**src/rtl/gpr_alias_pkg.sv**
```systemverilog
package gpr_alias_pkg;
  parameter int GPR_W  = 32;
  localparam int HALF_W = 16;
  localparam int BYTE_W = 8;

  typedef enum logic [1:0] {
    VIEW_WORD = 2'b00,
    VIEW_HALF = 2'b01,
    VIEW_LO8  = 2'b10,
    VIEW_HI8  = 2'b11
  } gpr_view_e;

  // Bits of the register covered by a view
  function automatic logic [GPR_W-1:0] view_mask(input gpr_view_e v);
    logic [GPR_W-1:0] m;
    case (v)
      VIEW_WORD: m = '1;
      VIEW_HALF: m = {{(GPR_W-HALF_W){1'b0}}, {HALF_W{1'b1}}};
      VIEW_LO8:  m = {{(GPR_W-BYTE_W){1'b0}}, {BYTE_W{1'b1}}};
      default:   m = {{(GPR_W-HALF_W){1'b0}}, {BYTE_W{1'b1}}, {BYTE_W{1'b0}}};
    endcase
    return m;
  endfunction

  // Moves right-justified write data into its lane position
  function automatic logic [GPR_W-1:0] view_place(input gpr_view_e v,
                                                  input logic [GPR_W-1:0] d);
    logic [GPR_W-1:0] p;
    if (v == VIEW_HI8) p = {{(GPR_W-HALF_W){1'b0}}, d[BYTE_W-1:0], {BYTE_W{1'b0}}};
    else               p = d & view_mask(v);
    return p;
  endfunction

  // Extracts a view from a full word, right-justified and zero-extended
  function automatic logic [GPR_W-1:0] view_extract(input gpr_view_e v,
                                                    input logic [GPR_W-1:0] w);
    logic [GPR_W-1:0] r;
    if (v == VIEW_HI8) r = {{(GPR_W-BYTE_W){1'b0}}, w[HALF_W-1:BYTE_W]};
    else               r = w & view_mask(v);
    return r;
  endfunction
endpackage

```
**src/rtl/gpr_lane_merge.sv**
```systemverilog
module gpr_lane_merge
  import gpr_alias_pkg::*;
(
  input  logic [GPR_W-1:0] old_word,
  input  logic [GPR_W-1:0] in_data,
  input  logic [1:0]       sel,
  output logic [GPR_W-1:0] new_word
);
  gpr_view_e        view;
  logic [GPR_W-1:0] mask;
  logic [GPR_W-1:0] placed;

  always_comb begin
    view     = gpr_view_e'(sel);
    mask     = view_mask(view);
    placed   = view_place(view, in_data);
    new_word = (old_word & ~mask) | (placed & mask);
  end
endmodule

```
**src/rtl/gpr_read_port.sv**
```systemverilog
module gpr_read_port
  import gpr_alias_pkg::*;
#(
  parameter int NUM_REGS = 8,
  localparam int IDX_W = $clog2(NUM_REGS)
) (
  input  logic [NUM_REGS*GPR_W-1:0] bank_flat,
  input  logic [IDX_W-1:0]          idx,
  input  logic [1:0]                sel,
  output logic [GPR_W-1:0]          rd_data
);
  logic [GPR_W-1:0] word;

  always_comb begin
    word = '0;
    for (int i = 0; i < NUM_REGS; i++) begin
      if (idx == IDX_W'(i)) word = bank_flat[i*GPR_W +: GPR_W];
    end
    rd_data = view_extract(gpr_view_e'(sel), word);
  end
endmodule

```
**src/rtl/gpr_alias_file.sv**
```systemverilog
module gpr_alias_file
  import gpr_alias_pkg::*;
#(
  parameter int NUM_REGS = 8,
  localparam int IDX_W = $clog2(NUM_REGS)
) (
  input  logic             clk,
  input  logic             rst,
  input  logic             wr_en,
  input  logic [IDX_W-1:0] wr_idx,
  input  logic [1:0]       wr_sel,
  input  logic [GPR_W-1:0] wr_data,
  input  logic [IDX_W-1:0] ra_idx,
  input  logic [1:0]       ra_sel,
  output logic [GPR_W-1:0] ra_data,
  input  logic [IDX_W-1:0] rb_idx,
  input  logic [1:0]       rb_sel,
  output logic [GPR_W-1:0] rb_data
);
  logic [NUM_REGS*GPR_W-1:0] bank_flat;   // all registers, register i at [i*GPR_W +: GPR_W]
  logic [NUM_REGS-1:0]       wr_hit;      // one-hot write strobe per register
  logic [GPR_W-1:0]          wr_old_word; // current content of the write target
  logic [GPR_W-1:0]          wr_merged;   // target content after lane merge

  // Fetch target word through a word-view port, then merge the lane
  gpr_read_port #(.NUM_REGS(NUM_REGS)) u_wr_view (
    .bank_flat (bank_flat),
    .idx       (wr_idx),
    .sel       (2'b00),
    .rd_data   (wr_old_word)
  );

  gpr_lane_merge u_merge (
    .old_word (wr_old_word),
    .in_data  (wr_data),
    .sel      (wr_sel),
    .new_word (wr_merged)
  );

  for (genvar g = 0; g < NUM_REGS; g++) begin : g_reg
    assign wr_hit[g] = wr_en && (wr_idx == IDX_W'(g));

    always_ff @(posedge clk) begin
      if (rst)            bank_flat[g*GPR_W +: GPR_W] <= '0;
      else if (wr_hit[g]) bank_flat[g*GPR_W +: GPR_W] <= wr_merged;
    end
  end

  gpr_read_port #(.NUM_REGS(NUM_REGS)) u_port_a (
    .bank_flat (bank_flat),
    .idx       (ra_idx),
    .sel       (ra_sel),
    .rd_data   (ra_data)
  );

  gpr_read_port #(.NUM_REGS(NUM_REGS)) u_port_b (
    .bank_flat (bank_flat),
    .idx       (rb_idx),
    .sel       (rb_sel),
    .rd_data   (rb_data)
  );
endmodule

```
**config.mk**
```make
export PLATFORM = sky130hd
export DESIGN_NAME = gpr_alias_file
export DESIGN_NICKNAME = d
export VERILOG_FILES = /design/src/rtl/gpr_alias_pkg.sv /design/src/rtl/gpr_lane_merge.sv /design/src/rtl/gpr_read_port.sv /design/src/rtl/gpr_alias_file.sv
export SDC_FILE = /design/constraint.sdc
export NUM_CORES = 1
export LEC_CHECK = 0
export BUFFER_PORTS_ARGS = -buffer_cell sky130_fd_sc_hd__clkbuf_2
export CORE_UTILIZATION = 60
export DETAILED_ROUTE_END_ITERATION = 8
export PLACE_DENSITY = 0.79
export SYNTH_ARGS = -nofsm -noshare
export SYNTH_HDL_FRONTEND = slang
export SYNTH_SLANG_ARGS = --single-unit
```
**constraint.sdc**
```tcl
create_clock -name clk -period 2.42 [get_ports clk]
set_input_delay 0.363 -clock clk [delete_from_list [all_inputs] [get_ports clk]]
set_output_delay 0.363 -clock clk [all_outputs]
set_load 0.1 [all_outputs]
```
## Yosys cells after proc, flatten, opt, wreduce, memory -nomap -nowiden

Cells that the tools add are included.

| cells by class | value |
|---|---|
| mux-type cells | 33 |
| bitwise logic cells | 7 |
| equality and inequality tests | 30 |
| reduce and logical (&&, ||, !) cells | 14 |

Operator list:

| operator | number |
|---|---|
| $mux 32 | 30 |
| $pmux 32 s3 | 3 |
| $and 32x32->32 | 5 |
| $eq 3x3->1 const B | 12 |
| $not 32->32 | 1 |
| $or 32x32->32 | 1 |
| $eq 3x2->1 const B | 6 |
| $eq 2x2->1 const B | 6 |
| $eq 3x1->1 const B | 3 |
| $logic_not 3->1 | 3 |
| $logic_and 1x1->1 | 8 |
| $eq 2x1->1 const B | 3 |
| $logic_not 2->1 | 3 |

| storage, ports and cells | value |
|---|---|
| output and inout bits | 64 |
| bits of input ports | 50 |
| bits in registers | 256 |
| word-level logic and storage cells | 92 |

## Longest topological paths before layout

Gate-level depths: netlist (run 1).

| logic depth | value |
|---|---|
| word-level depth | 11 |
| gate-level depth with buffers | 9 |
| mapped depth without buffers | 5 |

## By module

Synthesis (run 1) repeated with hierarchy kept, for this count alone.

| unflattened totals | value |
|---|---|
| cell total of the unflattened synthesis | 1,639 |
| area total of the unflattened synthesis | 17,938.5 sq um |

By module, submodules not included:

| module | area an instance (sq um) | seq. area each (sq um) | cells each | instances |
|---|---|---|---|---|
| gpr_alias_file | 10,020.9 | 5,124.9 | 907 | 1 |
| gpr_read_port | 2,461.1 | 0.0 | 226 | 3 |
| gpr_lane_merge | 534.3 | 0.0 | 54 | 1 |

## Least setup slack after synthesis (run 1)

OpenSTA, ideal clock, no wires.

| timing path | value |
|---|---|
| path kind | in2out |
| from | input port ra_idx[0] |
| to | output port ra_data[28] |
| data required time | 2.057 ns |
| path slack | -2.153 ns |
| buffers on the path | 4 |
| arrival time | 4.210 ns |
| cell stages on the path | 8 |
| cell sequence | buf_2 > nand2b_1 > buf_2 > or2_1 > clkbuf_1 > buf_4 > o22ai_1 > nor4_1 |

| on the way | value |
|---|---|
| word-level cells in the longest chain between the ends | 11 |
| elaborated cells on any way between the ends | 18 |
| those cells by class | 7 x eq/ne; 9 x mux; 1 x bitwise; 1 x reduce/logical |

RTL lines:

| what | RTL line | source |
|---|---|---|
| from (decl) | gpr_alias_file.sv:13 | `input logic [IDX_W-1:0] ra_idx,` |
| $logic_not 3->1 | gpr_read_port.sv:17 | `if (idx == IDX_W'(i)) word = bank_flat[i*GPR_W +: GPR_W];` |
| $mux 32 (7 in a row) | gpr_read_port.sv:17 |  |
| $mux 32 (*) | gpr_read_port.sv:17 |  |
| $and 32x32->32 (*) | gpr_alias_pkg.sv:39 | `else r = w & view_mask(v);` |
| $mux 32 (*) | gpr_alias_pkg.sv:38 | `if (v == VIEW_HI8) r = {{(GPR_W-BYTE_W){1'b0}}, w[HALF_W-1:BYTE_W]};` |
| to (decl) | gpr_alias_file.sv:15 | `output logic [GPR_W-1:0] ra_data,` |

Mark *: on every way between the ends. The rest lies on a longest branch, timed or not.

## Final worst setup path (run 1)

| timing path | value |
|---|---|
| from | register bank_flat[224] |
| to | output port rb_data[0] |

| on the way | value |
|---|---|
| word-level cells in the longest chain between the ends | 3 |

RTL lines:

| what | RTL line | source |
|---|---|---|
| from (decl) | gpr_alias_file.sv:20 | `logic [NUM_REGS*GPR_W-1:0] bank_flat;` |
| from (signal, indexed assignment) | gpr_alias_file.sv:45 | `else if (wr_hit[g]) bank_flat[g*GPR_W +: GPR_W] <= wr_merged;` |
| $mux 32 | gpr_read_port.sv:17 |  |
| $and 32x32->32 | gpr_alias_pkg.sv:39 |  |
| $mux 32 | gpr_alias_pkg.sv:38 |  |
| to (decl) | gpr_alias_file.sv:18 | `output logic [GPR_W-1:0] rb_data` |

Every way passes these cells.

==> results.cfg, run 1 <==
[clock_tree]
htreeDepth = 1
clkSlewWorstSetupHoldPaths_ns = 0.06
ctsLongestPathBuffers = 3
clock_latency_ns = 0.59
root_buffer = clkbuf_16
cts_tree = built
cts_setup_buffers = 0
cts.sinks = 256
cts_inserted_buffers = 29

[detailed_routing]
antenna_left = 0
drc_errors = 0
vias_per_cell = 7.35
wl_um = 59300
wl_per_cell_um = 25.8
drt_pass1_iterations = 6
drt_iter0_drc = 2714
num_vias = 16906

[sta]
max_slew_margin_pct = 13.6
fmax_mhz = 414
period_needed_ns = 2.42
setup_viol = 0
clock_skew_ns = 0.0123
hold_viol_final = 0
fin_crit_sh_pct = 99.9
report.final.slew_viol_count = 0
tightest_slew_ns = 1.29
fin_ws_ns = 0.00277

[logic_synthesis]
ys.flop_type = dfxtp_1
yosys.area_share.simple_pct = 11.5
synth_cell_type_count = 53
syn_avg_cell_area_um2 = 8.38
yosysSeqAreaShare_pct = 32.4
synth-seq-cells = 256
syn_inst = 1885
synth_top_family_by_area = compound AO/OA/AOI/OAI gates
synth_area_mm2 = 0.0158
synthXorXnorAreaFrac_pct = 0
yosysWarnings = 0
synthTopCellsByArea = dfxtp_1, mux4_2, a21oi_1
syn_nets = 1935
muxShareOfSynthArea_pct = 19.0
synth_compound_gate_area_share_pct = 31.0
synth_top_area_share_pct = 32.4
yosys.area_share.adder_pct = 0
synth_edf_count = 0
async_flop_share_pct = 0
yosysTopAreaCell = dfxtp_1

[hold_path]
min_from = wr_data[26]
min_to = bank_flat[250]$_SDFFE_PP0P_
hold_depth = 3
hold_class = in2reg

[final_layout]
layout-drive-gt1-share_pct = 28.4
area_growth_pct = 27.2
nNetsFinal = 1993
largest_reg_flops = 256
finalNonFillerCells = 2301
top_regs = bank_flat (256)
top_register = bank_flat
final_cell_mix = a21oi_1, dfxtp_1, o21ai_0
final_common_cell = a21oi_1
nFillCells = 1750

[critical_path]
rr_worst_depth = 5
cp_max_fo = 4
rr_endpoint = bank_flat[245]$_SDFFE_PP0P_
crit_type = reg2out
r2r_start = bank_flat[213]$_SDFFE_PP0P_
cp.required_ns = 2.06
cp.arrival_ns = 2.05
ff2ff_setup_slack_ns = 0.74
critPathLaunchType = flop
critPathCaptureType = output port

[die]
die_x_um = 164
initial_core_util_pct = 61.0
die_h_um = 164
io_pins = 114
rows = 59
core-area_mm2 = 0.0259
die_area_mm2 = 0.0270

[place]
dp_worst_setup_slack_ns = 0.0250
gp_congestion = 1.01
dp_hpwl_um = 37800
placedCellCount = 2246
io_buffers = 113

[power]
peakVddDrop_mv = 0.638
p_leak_nw = 7.21
p_per_area_mw_per_mm2 = 584

[run_status]
outcome = complete, no violations

[grt]
antenna_found_initial = 1
grt_use_total_pct = 43.8
grt_pass1_wl_um = 91100
grt_pass1_vias = 16295
gr-total-overflow = 0
grt_max_degree = 119

[run]
maxCapViolations = 0
## what timing repair did
action,in CTS,in global routing
hold buffers,0,0
cloned,0,1
setup endpoints to repair,7,19
pin swaps,0,8
resized for setup,9,36
## critical path, cell delays in order, from the launching register on
cell       delay, ns
dfxtp_2         0.37
mux4_2          0.50
o2111ai_2       0.20
buf_4           0.17
o21ai_4         0.06
buf_12          0.17
## worst max path at each step
stage	start	endpoint	cells after the start	slack, ns
CTS	bank_flat[234]$_SDFFE_PP0P_	rb_data[2]	5	0.002
detailed placement	ra_idx[0]	ra_data[0]	8	0.02
finish	bank_flat[224]$_SDFFE_PP0P_	rb_data[0]	5	0.003
floorplan	rb_idx[2]	rb_data[18]	6	-0.24
global route	bank_flat[233]$_SDFFE_PP0P_	rb_data[1]	7	-0.01
global placement	ra_idx[0]	ra_data[0]	8	0.008
## per-layer routing
| metal | wire length, um | GRT usage (%) |
|---|---|---|
| met5 | 0 | 0 |
| met4 | 3910 | 24.7 |
| met3 | 8560 | 12.5 |
| met2 | 25800 | 66.8 |
| met1 | 21000 | 55.4 |
## metrics by stage
step           TNS [ns]  util, %  hold slack, ns  power [mW]  instance area [um2]
2_1_floorplan     -4.63        -           0.451        6.25                16700
3_3_place_gp          0     72.9           0.463        7.05                18900
3_5_place_dp          0     72.9           0.467        7.11                18900
4_1_cts               0     76.9          0.0526        11.6                19900
5_1_grt         -0.0311     77.6          0.0729        12.0                20100
6_report              0     77.6          0.0547        11.7                20100
## cell type report
class	instances	area, um2	share of cell area, %
antenna	1	2.50	0.0124
clock buffer	46	920	4.58
clock inverter	7	78.8	0.392
inverter	20	81.3	0.405
multi-input combinational	1409	10600	52.9
sequential	256	5140	25.6
tap	335	419	2.09
timing repair buffer	227	2830	14.1
## cell usage after synthesis (5+ instances only)
library cell and n:
a22oi_2 17, nor3_1 6, mux2_1 26, mux4_2 81, a2bb2oi_1 23, nand2_1 146, mux2_2 38, buf_1 20
dfxtp_1 256, o22ai_1 124, nand2b_1 33, a21oi_1 281, clkbuf_1 106, o21ai_1 48, o2111ai_1 14, nor2_1 82
nor4_1 16, o221ai_1 6, or2_1 6, o21ai_0 212, nor2b_1 31, a21oi_2 6, mux2i_1 45, nand3_1 54
inv_1 16, a211oi_1 49, buf_4 15, a22oi_1 24, a32o_1 5, buf_2 58
## cells by family after synthesis
group	Yosys count
AO/OA/AOI/OAI	827
buffers and inverters	220
flip-flops	256
multiplexers	190
AND/OR/NAND/NOR	392
## power by group
part	internal [mW]	switching, mW	total [mW]
logic	0.968	1.68	2.65
clock network	2.70	1.89	4.59
registers	4.35	0.153	4.50
total	8.02	3.72	11.7
(Power assumes the default switching activity.)
==> run 2, diff against run 1 <==
CORE_UTILIZATION = 62   (was 60)
PLACE_DENSITY = 0.82   (was 0.79)
RECOVER_POWER = 25   (was unset)
==> results.cfg, run 2 (synthesis results as in run 1) <==
[detailed_routing]
drt_pass1_iterations = 6
num_vias = 17370
drt_iter0_drc = 2913
wl_um = 60600
wl_per_cell_um = 26.4
drc_errors = 0
vias_per_cell = 7.56
antenna_left = 0

[critical_path]
cp.arrival_ns = 2.09
cp.buffers_inverters = 1
critPathLaunch = bank_flat[98]$_SDFFE_PP0P_
crit_family = compound AO/OA/AOI/OAI gates
crit_type = reg2out
critPathCaptureType = output port
cpPeakStageDelay_ns = 0.42
cp_max_fo = 4
cp.required_ns = 2.06
critPathLaunchType = flop
crit_slowest_cell = dfxtp_1
r2r_start = bank_flat[209]$_SDFFE_PP0P_
worstPathCellList = mux2_2 -> o22ai_1 -> a22oi_1 -> o2111ai_1 -> o21ai_4 -> buf_12

[grt]
gr-total-overflow = 0
grt_use_total_pct = 45.9
grt_pass1_vias = 16996
grt_pass1_wl_um = 94200
grt_max_degree = 97
antenna_found_initial = 1

[sta]
clock_skew_ns = 0.0277
period_needed_ns = 2.46
fin_ws_ns = -0.0366
rsz0062_at_grt = true
hold_ws_ns = 0.0636
setup_viol = 4
max_slew_margin_pct = 22.7
report.final.slew_viol_count = 0
fin_crit_sh_pct = 102
hold_viol_final = 0
tightest_slew_ns = 1.16
fmax_mhz = 407

[run_status]
violations = setup timing
outcome = finished, violations left

[final_layout]
layout-drive-gt1-share_pct = 27.0
final_common_cell = a21oi_1
top_register = bank_flat
nNetsFinal = 1995
area_growth_pct = 26.1
fin_util_pct = 79.3
largest_reg_flops = 256
post-route-cell-area_mm2 = 0.0199
final_cell_mix = a21oi_1, dfxtp_1, o21ai_0
top_regs = bank_flat (256)

[clock_tree]
cts_inserted_buffers = 28
cts_hold_buf = 0
ctsLongestPathBuffers = 3
htreeDepth = 1
cts.sinks = 256
clkSlewWorstSetupHoldPaths_ns = 0.06
cts_tree = built
cts_setup_buffers = 0
root_buffer = clkbuf_16
clock_latency_ns = 0.58

[die]
die_area_mm2 = 0.0261
rows = 58
die_x_um = 162
core-area_mm2 = 0.0251
io_pins = 114
initial_core_util_pct = 62.9
die_h_um = 162

[run]
maxCapViolations = 0

[power]
peakVddDrop_mv = 0.552
p_leak_nw = 7.16
p_per_area_mw_per_mm2 = 596

[hold_path]
min_from = wr_data[26]
hold_class = in2reg

[place]
dpl_cell_area_mm2 = 0.0189
dp_hpwl_um = 38700
io_buffers = 113
gp_congestion = 0.955
## run 2: changes by cell type in the layout (fill, tap and decap cells not counted), sizes merged
| cell | change |
|---|---|
| clkbuf | -5 |
| buf | -4 |
| bufinv | +5 |
| inv | -1 |
| clkinvlp | +2 |
| clkinv | +4 |
## run 2: worst min-delay path, delay by kind of cell
kind	cells	cell delay [ns]
buffers and inverters	1	0.10
AOI/OAI and AO/OA	1	0.06
and+or+nand+nor	1	0.06
## run 2: per-stage QoR
stage	power (mW)	setup TNS, ns	setup WS (ns)	cells
detailed placement	7.10	-0.263	-0.151	2244
global route	12.1	-0.215	-0.0467	2296
global placement	7.03	-0.0700	-0.0382	2244
floorplan	6.25	-4.63	-0.244	1885
finish	11.9	-0.0890	-0.0366	2297
CTS	11.8	0	0.000206	2295
## run 2: where the power goes
group	total (mW)	internal [mW]	switching, mW
logic	2.62	0.949	1.67
registers	4.50	4.35	0.157
clock network	4.76	2.85	1.90
## run 2: area by class of cell
class	instances	area [um2]
multi-input combinational	1409	10500
fill	1627	5190
sequential	256	5130
timing repair buffer	230	2780
clock buffer	34	753
tap	330	413
clock inverter	17	254
inverter	20	78.8
antenna	1	2.50
## run 2: worst paths after layout
check	endpoint	slack, ns	cells past startpoint
setup / recovery	ra_data[2]	-0.04	6
hold / removal	bank_flat[250]$_SDFFE_PP0P_	0.06	3
setup reg to reg	bank_flat[81]$_SDFFE_PP0P_	0.62	5
hold reg to reg	bank_flat[176]$_SDFFE_PP0P_	0.48	2
## run 2: timing repair
action / CTS / global route
pin swaps: 1 / 2
gates resized for setup: 7 / 25
gates cloned: 0 / 1
setup endpoints to repair: 7 / 21
## run 2: metal layers
| metal | vias to the layer above | routed length [um] | GRT usage, % |
|---|---|---|---|
| met2 | 1605 | 27300 | 71.5 |
| met4 | 0 | 4050 | 28.2 |
| met5 | - | 0 | 0 |
| li1 | 7270 | - | - |
| met3 | 406 | 8800 | 12.0 |
| met1 | 8089 | 20500 | 56.9 |
